==> src/rtl/irqc_pkg.sv <==
package irqc_pkg;
    localparam int unsigned SRC_COUNT   = 32;
    localparam int unsigned WORD_ADDR_W = 4;

    // Word offsets decoded by software drivers
    localparam int unsigned OFS_NSTAT = 0;
    localparam int unsigned OFS_FSTAT = 1;
    localparam int unsigned OFS_RAW   = 2;
    localparam int unsigned OFS_ROUTE = 3;
    localparam int unsigned OFS_ENSET = 4;
    localparam int unsigned OFS_ENCLR = 5;
    localparam int unsigned OFS_GUARD = 8;

    typedef enum logic [1:0] {
        ACC_IDLE  = 2'd0,
        ACC_READ  = 2'd1,
        ACC_WRITE = 2'd2,
        ACC_DENY  = 2'd3
    } acc_kind_e;
endpackage

==> src/rtl/irqc_regs.sv <==
module irqc_regs
    import irqc_pkg::*;
#(
    parameter int unsigned NSRC = SRC_COUNT,
    parameter int unsigned AW   = WORD_ADDR_W
) (
    input  logic            clk,
    input  logic            rst_n,
    input  acc_kind_e       kind,
    input  logic [AW-1:0]   addr,
    input  logic [NSRC-1:0] wdata,
    output logic [NSRC-1:0] en_mask,
    output logic [NSRC-1:0] route_mask,
    output logic            guard_on
);
    localparam logic [AW-1:0] A_ROUTE = AW'(OFS_ROUTE);
    localparam logic [AW-1:0] A_ENSET = AW'(OFS_ENSET);
    localparam logic [AW-1:0] A_ENCLR = AW'(OFS_ENCLR);
    localparam logic [AW-1:0] A_GUARD = AW'(OFS_GUARD);

    logic [NSRC-1:0] en_q, en_d;
    logic [NSRC-1:0] route_q, route_d;
    logic            guard_q, guard_d;

    always_comb begin
        en_d    = en_q;
        route_d = route_q;
        guard_d = guard_q;
        if (kind == ACC_WRITE) begin
            case (addr)
                A_ENSET: en_d    = en_q | wdata;
                A_ENCLR: en_d    = en_q & ~wdata;
                A_ROUTE: route_d = wdata;
                A_GUARD: guard_d = wdata[0];
                default: ;
            endcase
        end
    end

    always_ff @(posedge clk or negedge rst_n) begin
        if (!rst_n) begin
            en_q    <= '0;
            route_q <= '0;
            guard_q <= 1'b0;
        end else begin
            en_q    <= en_d;
            route_q <= route_d;
            guard_q <= guard_d;
        end
    end

    assign en_mask    = en_q;
    assign route_mask = route_q;
    assign guard_on   = guard_q;

    // set bits land, R5: cleared bits drop
    assert_enset_R4: assert property (@(posedge clk) disable iff (!rst_n)
        (kind == ACC_WRITE && addr == A_ENSET) |=> ((en_q & $past(wdata)) == $past(wdata)));
    assert_enclr_R5: assert property (@(posedge clk) disable iff (!rst_n)
        (kind == ACC_WRITE && addr == A_ENCLR) |=> ((en_q & $past(wdata)) == '0));
    assert_deny_R9: assert property (@(posedge clk) disable iff (!rst_n)
        (kind == ACC_DENY) |=> ($stable(en_q) && $stable(route_q) && $stable(guard_q)));
endmodule

==> src/rtl/irqc_route.sv <==
module irqc_route
    import irqc_pkg::*;
#(
    parameter int unsigned NSRC = SRC_COUNT
) (
    input  logic            clk,
    input  logic            rst_n,
    input  logic [NSRC-1:0] lines,
    input  logic [NSRC-1:0] en_mask,
    input  logic [NSRC-1:0] route_mask,
    output logic [NSRC-1:0] norm_stat,
    output logic [NSRC-1:0] fast_stat,
    output logic            irq_norm,
    output logic            irq_fast
);
    logic [NSRC-1:0] live;

    always_comb begin
        live      = lines & en_mask;
        norm_stat = live & ~route_mask;
        fast_stat = live & route_mask;
    end

    always_ff @(posedge clk or negedge rst_n) begin
        if (!rst_n) begin
            irq_norm <= 1'b0;
            irq_fast <= 1'b0;
        end else begin
            irq_norm <= |norm_stat;
            irq_fast <= |fast_stat;
        end
    end

    // nothing enabled means both requests low next cycle
    assert_quiet_R7: assert property (@(posedge clk) disable iff (!rst_n)
        (en_mask == '0) |=> (!irq_norm && !irq_fast));
    // no line asserted means no request next cycle
    assert_level_R11: assert property (@(posedge clk) disable iff (!rst_n)
        (lines == '0) |=> (!irq_norm && !irq_fast));
endmodule

==> src/rtl/irqc_rdmux.sv <==
module irqc_rdmux
    import irqc_pkg::*;
#(
    parameter int unsigned NSRC = SRC_COUNT,
    parameter int unsigned AW   = WORD_ADDR_W
) (
    input  logic            clk,
    input  logic            rst_n,
    input  acc_kind_e       kind,
    input  logic [AW-1:0]   addr,
    input  logic [NSRC-1:0] lines,
    input  logic [NSRC-1:0] norm_stat,
    input  logic [NSRC-1:0] fast_stat,
    input  logic [NSRC-1:0] en_mask,
    input  logic [NSRC-1:0] route_mask,
    input  logic            guard_on,
    output logic [NSRC-1:0] rdata
);
    localparam logic [AW-1:0] A_NSTAT = AW'(OFS_NSTAT);
    localparam logic [AW-1:0] A_FSTAT = AW'(OFS_FSTAT);
    localparam logic [AW-1:0] A_RAW   = AW'(OFS_RAW);
    localparam logic [AW-1:0] A_ROUTE = AW'(OFS_ROUTE);
    localparam logic [AW-1:0] A_ENSET = AW'(OFS_ENSET);
    localparam logic [AW-1:0] A_GUARD = AW'(OFS_GUARD);

    logic [NSRC-1:0] sel_word;
    logic            mapped;

    always_comb begin
        sel_word = '0;
        mapped   = 1'b1;
        case (addr)
            A_NSTAT: sel_word = norm_stat;
            A_FSTAT: sel_word = fast_stat;
            A_RAW:   sel_word = lines;
            A_ROUTE: sel_word = route_mask;
            A_ENSET: sel_word = en_mask;
            A_GUARD: sel_word = {{(NSRC-1){1'b0}}, guard_on};
            default: mapped   = 1'b0;
        endcase
    end

    always_ff @(posedge clk or negedge rst_n) begin
        if (!rst_n) begin
            rdata <= '0;
        end else if (kind == ACC_READ) begin
            rdata <= sel_word;
        end else begin
            rdata <= '0;
        end
    end

    // unmapped offsets read zero; R9: denied reads return zero
    assert_unmapped_R10: assert property (@(posedge clk) disable iff (!rst_n)
        (kind == ACC_READ && !mapped) |=> (rdata == '0));
    assert_denyrd_R9: assert property (@(posedge clk) disable iff (!rst_n)
        (kind == ACC_DENY) |=> (rdata == '0));
endmodule

==> src/rtl/irq_split_ctrl.sv <==
module irq_split_ctrl
    import irqc_pkg::*;
#(
    parameter int unsigned NSRC = SRC_COUNT,
    parameter int unsigned AW   = WORD_ADDR_W
) (
    input  logic            clk,
    input  logic            rst_n,
    input  logic            bus_req,
    input  logic            bus_wr,
    input  logic            bus_priv,
    input  logic [AW-1:0]   bus_addr,
    input  logic [NSRC-1:0] bus_wdata,
    output logic [NSRC-1:0] bus_rdata,
    input  logic [NSRC-1:0] src_lines,
    output logic            irq_norm_o,
    output logic            irq_fast_o
);
    acc_kind_e       kind;
    logic            blocked;
    logic [NSRC-1:0] en_mask, route_mask, norm_stat, fast_stat;
    logic            guard_on;

    // Per-cycle access classification
    always_comb begin
        blocked = guard_on && !bus_priv;
        unique case ({bus_req, bus_wr})
            2'b10:   kind = blocked ? ACC_DENY : ACC_READ;
            2'b11:   kind = blocked ? ACC_DENY : ACC_WRITE;
            default: kind = ACC_IDLE;
        endcase
    end

    irqc_regs #(.NSRC(NSRC), .AW(AW)) regs_i (
        .clk(clk), .rst_n(rst_n), .kind(kind), .addr(bus_addr),
        .wdata(bus_wdata), .en_mask(en_mask), .route_mask(route_mask),
        .guard_on(guard_on)
    );

    irqc_route #(.NSRC(NSRC)) route_i (
        .clk(clk), .rst_n(rst_n), .lines(src_lines), .en_mask(en_mask),
        .route_mask(route_mask), .norm_stat(norm_stat), .fast_stat(fast_stat),
        .irq_norm(irq_norm_o), .irq_fast(irq_fast_o)
    );

    irqc_rdmux #(.NSRC(NSRC), .AW(AW)) rdmux_i (
        .clk(clk), .rst_n(rst_n), .kind(kind), .addr(bus_addr),
        .lines(src_lines), .norm_stat(norm_stat), .fast_stat(fast_stat),
        .en_mask(en_mask), .route_mask(route_mask), .guard_on(guard_on),
        .rdata(bus_rdata)
    );

    // a blocked write leaves the guard as it was
    assert_guard_R9: assert property (@(posedge clk) disable iff (!rst_n)
        (bus_req && bus_wr && guard_on && !bus_priv) |=> guard_on);
endmodule

==> config.mk <==
export PLATFORM = sky130hd
export DESIGN_NAME = irq_split_ctrl
export DESIGN_NICKNAME = d
export VERILOG_FILES = /design/src/rtl/irqc_pkg.sv /design/src/rtl/irqc_regs.sv /design/src/rtl/irqc_route.sv /design/src/rtl/irqc_rdmux.sv /design/src/rtl/irq_split_ctrl.sv
export SDC_FILE = /design/constraint.sdc
export NUM_CORES = 1
export LEC_CHECK = 0
export ABC_CLOCK_PERIOD_IN_PS = 4200
export BUFFER_PORTS_ARGS = -buffer_cell sky130_fd_sc_hd__buf_2
export CAP_MARGIN = 25
export CORE_MARGIN = 2
export CORE_UTILIZATION = 55
export DETAILED_ROUTE_END_ITERATION = 8
export PLACE_DENSITY = 0.77
export SYNTH_ARGS = -nofsm -noshare
export SYNTH_HDL_FRONTEND = slang
export SYNTH_SLANG_ARGS = --single-unit
==> constraint.sdc <==
create_clock -name clk -period 4.2 [get_ports clk]
set_clock_uncertainty 0.1 [all_clocks]
set_input_delay 0.21 -clock clk [delete_from_list [all_inputs] [get_ports clk]]
set_output_delay 0.21 -clock clk [all_outputs]
set_load 0.02 [all_outputs]
==> results.txt, run 1 <==
----------------------------------------------------
[Outcome]
  Outcome ... finished clean

[Worst setup path]
  Depth of the worst register-to-register path ... 4
  Worst-case register-to-register setup slack ... 2450 ps
  Startpoint-to-endpoint class of the critical path ... in -> reg
  Crit path to ... regs_i.route_mask[9]
  Critical path fanouts, max ... 33
  Launch instance of the worst register-to-register path ... regs_i.guard_on
  Critical path data arrival time ... 2610 ps
  Data required time at the worst endpoint ... 4340 ps
  Endpoint kind of the worst setup timing path ... flip-flop
  Worst R2R End ... regs_i.route_mask[9]
  Setup crit start ... bus_addr[0]
  Kind of start point of the critical path ... input port

[Floorplan]
  Count of standard-cell rows ... 35
  DIE AREA ... a little over 10000 µm²
  Die boundary height ... 101.7 µm
  Ports placed on the boundary ... 107
  Starting density of the core ... 56.82%
  Area of the core region ... 9240 µm²
  Horiz. Die Dim ... between 100 and 150 µm

[Timing]
  Crit share post-route ... around three fifths
  Number of max-slew violations in the final report ... 0
  Min cycle time layout ... between 2000 and 2500 ps
  Final-report hold violation count ... 0
  Max-slew headroom ... around 44%
  Summed negative setup slack over all endpoints ... 0 ps
  Setup repair after global routing missed its margin ... false
  Setup slack of the critical path after layout ... 1726 ps
  Achievable Freq ... 404.1 MHz
  Slew at the pin closest to its max-slew limit ... about 840 ps
  Final count of negative-setup-slack endpoints ... 0

[Global route]
  Congestion Overflow GR ... 0
  All-Layer GR Usage ... 27.47%
  Largest net degree at the start of global routing ... 58
  Antenna violations before repair ... 0
  First-pass GRT wire length ... 21890 µm
  Via count of the first global-routing pass ... 4398

[Drt]
  Drc violations ... 0
  Detailed Route Iter0 Violations ... 419
  Vias ... 4545
  Total iterations of the first detailed-routing run ... 9
  Antenna viol nets, final ... 0
  Vias per std cell ... 6.028
  Final wirelength ... ~14000 µm
  Routed len/inst ... 18.36 µm

[Logic synthesis]
  Flop and latch count out of synthesis ... 99
  Top area cells in the synthesized netlist ... sky130_fd_sc_hd__dfrtp_1 47%, sky130_fd_sc_hd__mux2i_1 6.1%, sky130_fd_sc_hd__a222oi_1 5.9%
  Xor/xnor share of the synthesized area ... 5.338%
  Number of warnings issued by yosys ... 0
  Gate Count Post-Synth ... about 500
  List of most frequent post-synthesis cells ... 99 x sky130_fd_sc_hd__dfrtp_1, 62 x sky130_fd_sc_hd__nand2_1, 35 x sky130_fd_sc_hd__nand3_1
  Async set-or-reset flop fraction in the synthesized netlist ... 100.0%
  Leading cell type by number of instances after synthesis ... sky130_fd_sc_hd__dfrtp_1
  Post-synthesis cell area ... ~5300 µm²
  Dominant combinational cell family by area after synthesis ... simple AND/OR/NAND/NOR gates
  Share of Yosys cell area claimed by the top area cell type ... a little under half
  Area share of fa/ha/maj cells after synthesis ... 0%
  Synth Area in Compound Gates ... a little over an eighth
  Avg Synthesized Cell Area ... 10.46 µm²
  Number of synthesized flops with an enable pin ... 0
  Net Count, Synth ... ~580
  Count of cell types in the netlist ... 33
  Area share of and/or/nand/nor cells after synthesis ... 14.23%
  Multiplexer share of the synthesized area ... a little over an eighth
  Most frequently used flop master after synthesis ... sky130_fd_sc_hd__dfrtp_1
  Yosys top cell by area ... sky130_fd_sc_hd__dfrtp_1
  Portion of the post-synthesis area used by sequential elements ... 47.19%

[Placement]
  Global placer's final weighted congestion ... 0.8306
  Post-Place Worst Slack ... 1420 ps
  Number of cells after detailed placement ... between 700 and 800
  Hpwl dp ... 8903 µm
  Port bufs ... 106

[Clock tree]
  Post-CTS setup buffers ... 0
  Root Driver ... sky130_fd_sc_hd__clkbuf_8
  Number of clock buffers inserted by TritonCTS ... 9
  Quantity of gates resized following cts ... 0
  Worst-skew pair later-pin latency ... 370 ps
  Deepest level of the CTS H-tree ... 3
  Post-CTS clock slew at the launch and capture registers of the worst setup and hold paths ... 90 ps
  Longest Clk Path Bufs ... 2
  Sinks on the clock net ... 99
  Count of hold-fix buffers inserted at cts ... 25
  CTS tree ... built

[Flow run]
  Number of max-cap violations ... 0

[Finish]
  Layout overhead on the synthesized area ... 19.73%
  Fraction of layout instances using a drive strength above 1 ... approximately a quarter
  Diode insertion count for antenna repair ... 0
  Post-layout utilization of the core ... 68.03%
  Final Net Count ... 693
  Final non-filler cell total ... approximately 750
  Fillers ... 720

[Power]
  Static leakage power ... between 3 and 4 nW
  Ratio of total power to cell area ... 388.6 nW/µm²
  IR Drop Worst-Case VDD ... ~0.27 mV

[Hold path]
  Worst min-delay path category ... in -> reg
  Startpoint of the tightest hold check path ... bus_wdata[9]

----------------------------------------------------
-- kinds of logic after synthesis --
| kind of cell | count (synthesis) |
|---|---|
| buffers and inverters | 65 |
| AO/OA/AOI/OAI | 81 |
| AND/OR/NAND/NOR | 159 |
| flip-flops | 99 |
| multiplexers | 66 |
| XOR/XNOR | 32 |
-- metrics by stage --
step                      cell area (µm²)  hold WS (ps)  power, mW
after global placement               5809         200.8      1.690
after floorplan                      5250        -185.6      1.548
after global routing                 6286         3.280      2.553
after detailed placement             5809         215.4      1.726
final                                6286         10.24      2.443
after CTS                            6286         2.360      2.439
-- placed cells by master (no fill, tap or decap), drive strengths merged --
cell type / instances
nand3b: 3
nand4: 9
nand3: 35
mux2: 34
bufinv: 2
buf: 114
inv: 34
and3: 3
or2: 1
nand2: 63
o2111ai: 2
xnor2: 32
dfrtp: 99
and4: 1
dlygate4sd3: 25
mux2i: 32
o22ai: 14
a31o: 31
clkbuf: 11
a222oi: 31
nor4: 5
a21oi: 1
clkinvlp: 1
nand2b: 1
nor2: 33
nor3b: 2
a31oi: 1
clkinv: 1
nor4b: 1
o21ai: 1
nor3: 2
-- worst max-delay path, cell delays in order --
cell,delay (ps)
sky130_fd_sc_hd__buf_2,640
sky130_fd_sc_hd__and3_1,550
sky130_fd_sc_hd__buf_4,390
sky130_fd_sc_hd__nand2_4,360
sky130_fd_sc_hd__mux2_1,430
-- final cells by class --
class	count	area [µm²]	share of cell area [%]
flip-flops and latches	99	2477	39.41
multi-input cells	338	2454	39.03
repair buffers	139	843.3	13.42
well taps	129	161.4	2.568
clock buffers	11	141.4	2.249
inverters	33	123.9	1.971
clock inverters	5	85.08	1.354
-- metal layers --
layer / up-vias / wire length (µm) / track usage (%)
met1: 2221 / 5822 / 38.45
met5: - / 0 / 0
met4: 0 / 238 / 11.12
met2: 235 / 6654 / 43.22
li1: 2064 / - / -
met3: 25 / 1127 / 4.003
-- worst min-delay path by stage --
stage | end | cells after the start
2_1_floorplan | async pin | 0
3_3_place_gp | rdmux_i.rdata[14] | 1
3_5_place_dp | rdmux_i.rdata[13] | 1
4_1_cts | regs_i.route_mask[21] | 2
5_1_grt | regs_i.route_mask[24] | 2
6_report | regs_i.route_mask[9] | 2
-- where the power goes --
| group | internal, mW | switching (mW) |
|---|---|---|
| logic | 0.246 | 0.236 |
| clock network | 0.356 | 0.350 |
| registers | 1.08 | 0.176 |
| total | 1.68 | 0.762 |
Note: power is estimated with default switching activity, not from simulation.
==> run 2: changes to the inputs <==
ABC_AREA = 1   (was unset)
ABC_CLOCK_PERIOD_IN_PS = 2340   (was 4200)
PLACE_DENSITY = 0.76   (was 0.77)
clock period = 2.34 ns   (was 4.2 ns; I/O delays follow)
==> run 2 against run 1 <==
  * Global-route usage grew 4.6 points
  * First-iteration DRC count rose by 24%
  * Synthesized area up 7.5%
  * Critical path depth increased by 3
  * Core utilization up 1.2 points
  * Sequential power rose by 79%
  * Final cell count rose by 45%
  * Count of clock-buffer cells in the layout up 1
  * Setup slack worse by 1200 ps
  * Power is 72% higher
  * Flip-flop and latch count is the same
  * Critical path type is now reg -> reg
  * Highest routed layer unchanged
==> results.txt, run 2 <==
----------------------------------------------------
[Outcome]
  Outcome ... finished clean

[Floorplan]
  Horiz. Die Dim ... 105.3 µm
  DIE AREA ... 11090 µm²
  Ports placed on the boundary ... 107
  Starting density of the core ... 57.20%
  Count of standard-cell rows ... 36
  Area of the core region ... 9864 µm²
  Die boundary height ... around 110 µm

[Worst setup path]
  Data required time at the worst endpoint ... 2490 ps
  Critical path fanouts, max ... 26
  Critical path data arrival time ... 1940 ps
  Endpoint kind of the worst setup timing path ... flip-flop
  Kind of start point of the critical path ... flip-flop
  Worst-case register-to-register setup slack ... 540 ps
  Startpoint-to-endpoint class of the critical path ... reg -> reg

[Logic synthesis]
  Flop and latch count out of synthesis ... 99
  Avg Synthesized Cell Area ... 6.791 µm²
  Share of Yosys cell area claimed by the top area cell type ... 43.90%
  Dominant combinational cell family by area after synthesis ... simple AND/OR/NAND/NOR gates
  Number of synthesized flops with an enable pin ... 0
  Net Count, Synth ... ~900
  Xor/xnor share of the synthesized area ... 0%
  Most frequently used flop master after synthesis ... sky130_fd_sc_hd__dfrtp_1
  Portion of the post-synthesis area used by sequential elements ... 43.90%
  Synth Area in Compound Gates ... 4.435%
  Area share of and/or/nand/nor cells after synthesis ... a little under half
  Count of cell types in the netlist ... 16
  Leading cell type by number of instances after synthesis ... sky130_fd_sc_hd__nand2_1
  Top area cells in the synthesized netlist ... sky130_fd_sc_hd__dfrtp_1 44%, sky130_fd_sc_hd__nand3_1 17%, sky130_fd_sc_hd__nand2_1 17%
  Multiplexer share of the synthesized area ... 0%
  Post-synthesis cell area ... 5643 µm²
  Area share of fa/ha/maj cells after synthesis ... 0%
  Number of warnings issued by yosys ... 0
  Async set-or-reset flop fraction in the synthesized netlist ... 100.0%
  List of most frequent post-synthesis cells ... 258 x sky130_fd_sc_hd__nand2_1, 196 x sky130_fd_sc_hd__nand3_1, 124 x sky130_fd_sc_hd__nor2_1
  Gate Count Post-Synth ... roughly 830
  Yosys top cell by area ... sky130_fd_sc_hd__dfrtp_1

[Global route]
  Via count of the first global-routing pass ... slightly above 6000
  Congestion Overflow GR ... 0
  Largest net degree at the start of global routing ... 50
  First-pass GRT wire length ... 28340 µm
  Antenna violations before repair ... 0
  All-Layer GR Usage ... between 30% and 40%

[Clock tree]
  Deepest level of the CTS H-tree ... 3
  Longest Clk Path Bufs ... 2
  Post-CTS clock slew at the launch and capture registers of the worst setup and hold paths ... about 90 ps
  Post-CTS setup buffers ... 0
  Number of clock buffers inserted by TritonCTS ... 9
  CTS tree ... built
  Sinks on the clock net ... about 100
  Root Driver ... sky130_fd_sc_hd__clkbuf_8
  Worst-skew pair later-pin latency ... 360 ps

[Finish]
  Final non-filler cell total ... 1093
  Layout overhead on the synthesized area ... 21.02%
  Final design area excluding fillers ... 6829 µm²
  Most frequent cells in the layout ... 258 x sky130_fd_sc_hd__nand2_1, 196 x sky130_fd_sc_hd__nand3_1, 121 x sky130_fd_sc_hd__nor2_1, 105 x sky130_fd_sc_hd__buf_2, 99 x sky130_fd_sc_hd__dfrtp_1
  Post-layout utilization of the core ... 69.23%
  Diode insertion count for antenna repair ... 0
  Fraction of layout instances using a drive strength above 1 ... ~15%
  Most common cell after layout, fill and taps aside ... sky130_fd_sc_hd__nand2_1
  Final Net Count ... 1030

[Timing]
  Final-report hold violation count ... 0
  Summed negative setup slack over all endpoints ... 0 ps
  Min cycle time layout ... 1799 ps
  Slew at the pin closest to its max-slew limit ... between 600 and 700 ps
  Crit share post-route ... 76.86%
  Achievable Freq ... 556.0 MHz
  Setup repair after global routing missed its margin ... false
  Final count of negative-setup-slack endpoints ... 0
  Tightest hold margin ... 43.11 ps
  Max-slew headroom ... 56.62%
  Number of max-slew violations in the final report ... 0

[Placement]
  Hpwl dp ... 11270 µm
  Port bufs ... 106
  Number of cells after detailed placement ... approximately 1000
  Global placer's final weighted congestion ... 0.8834
  Total cell area at the placement stage ... 6331 µm²

[Power]
  Ratio of total power to cell area ... 614.3 nW/µm²
  Cell internal power dissipation ... 2.768 mW
  Switching fraction of total power ... 34.03%
  IR Drop Worst-Case VDD ... 0.4073 mV
  Combinational group share of total power ... a little under a quarter
  Sequential power share ... 53.3%
  Static leakage power ... approximately 3.6 nW
  Clock share of power ... 24.1%
  Net switching power ... 1.428 mW

[Drt]
  Routed len/inst ... 15.75 µm
  Detailed Route Iter0 Violations ... 521
  Antenna viol nets, final ... 0
  Total iterations of the first detailed-routing run ... 5
  Vias per std cell ... 5.678
  Final wirelength ... between 15000 and 20000 µm
  Drc violations ... 0
  Vias ... 6206

[Flow run]
  Number of max-cap violations ... 0

[Hold path]
  Worst min-delay path category ... in -> reg

----------------------------------------------------
==> run 2: cell count changes after synthesis, moves of 16 or more <==
cell and change:
sky130_fd_sc_hd__a222oi_1 -31, sky130_fd_sc_hd__xnor2_1 -32, sky130_fd_sc_hd__o21ai_0 +16, sky130_fd_sc_hd__nor2_1 +91
sky130_fd_sc_hd__a31o_2 -17, sky130_fd_sc_hd__mux2_1 -25, sky130_fd_sc_hd__mux2i_1 -32, sky130_fd_sc_hd__nand2_1 +196
sky130_fd_sc_hd__o21ai_1 +16, sky130_fd_sc_hd__nand3_1 +161, sky130_fd_sc_hd__a21oi_1 +16
==> run 2: power groups by stage <==
stage               sequential, mW  clock, mW  combinational, mW
floorplan                     2.21          0              0.557
global placement              2.24          0              0.867
detailed placement            2.26          0              0.900
CTS                           2.22       1.02              0.946
global route                  2.27       1.10               1.08
finish                        2.24       1.01              0.951
==> run 2: path summary, 6_finish.rpt <==
path                                       start               endpoint  cells past startpoint
min                                  bus_addr[2]        regs_i.guard_on                      4
max                              regs_i.guard_on  regs_i.route_mask[17]                      8
max in group asynchronous                  rst_n  regs_i.route_mask[29]                      3
max reg2reg                      regs_i.guard_on  regs_i.route_mask[17]                      8
min reg2reg                regs_i.route_mask[30]  regs_i.route_mask[30]                      2
min in group asynchronous                  rst_n       rdmux_i.rdata[8]                      2
==> run 2: stage by stage <==
| step | total power [mW] | setup slack (ps) |
|---|---|---|
| after floorplan | 2.771 | 919.0 |
| after global placement | 3.102 | 629.8 |
| after CTS | 4.195 | 572.3 |
| after global routing | 4.454 | 416.5 |
| after detailed placement | 3.158 | 531.4 |
| final | 4.195 | 541.5 |
==> run 2: layer usage <==
layer	part of all wire (%)	wire (µm)	global-route usage [%]	vias to the layer above
li1	-	-	-	2932
met1	40	6955	42.58	2908
met2	48	8313	51.98	344
met3	10	1718	5.690	22
met4	1.3	231	13.43	0
met5	0	0	0	-
==> run 2: cell type report <==
type | instances | area (µm²)
Fill cell | 840 | 3035
Multi-Input combinational cell | 646 | 2813
Sequential cell | 99 | 2477
Timing Repair Buffer | 158 | 1044
Tap cell | 133 | 166.4
Inverter | 43 | 161.4
Clock buffer | 12 | 155.1
Clock inverter | 2 | 12.51
==> run 2: kinds of logic (layout without fill, tap and decap cells) <==
kind of cell	count (synthesis)	after routing
simple gates	596	596
flops	99	99
buf+inv	86	215
compound gates	50	50
==> run 2: critical path, cell delays in order (launching register included) <==
cell                      delay [ps]
sky130_fd_sc_hd__dfrtp_1         420
sky130_fd_sc_hd__nand2_1         100
sky130_fd_sc_hd__nand2_1          90
sky130_fd_sc_hd__nor2_4          130
sky130_fd_sc_hd__buf_4           280
sky130_fd_sc_hd__nand2_1         110
sky130_fd_sc_hd__buf_4           250
sky130_fd_sc_hd__nor2_1          130
sky130_fd_sc_hd__a21oi_1          50
==> run 2: timing repair <==
action	4_1_cts	5_1_grt
setup endpoints to repair	0	0
hold endpoints to repair	112	0
gates resized for setup	0	0
hold buffers	33	0
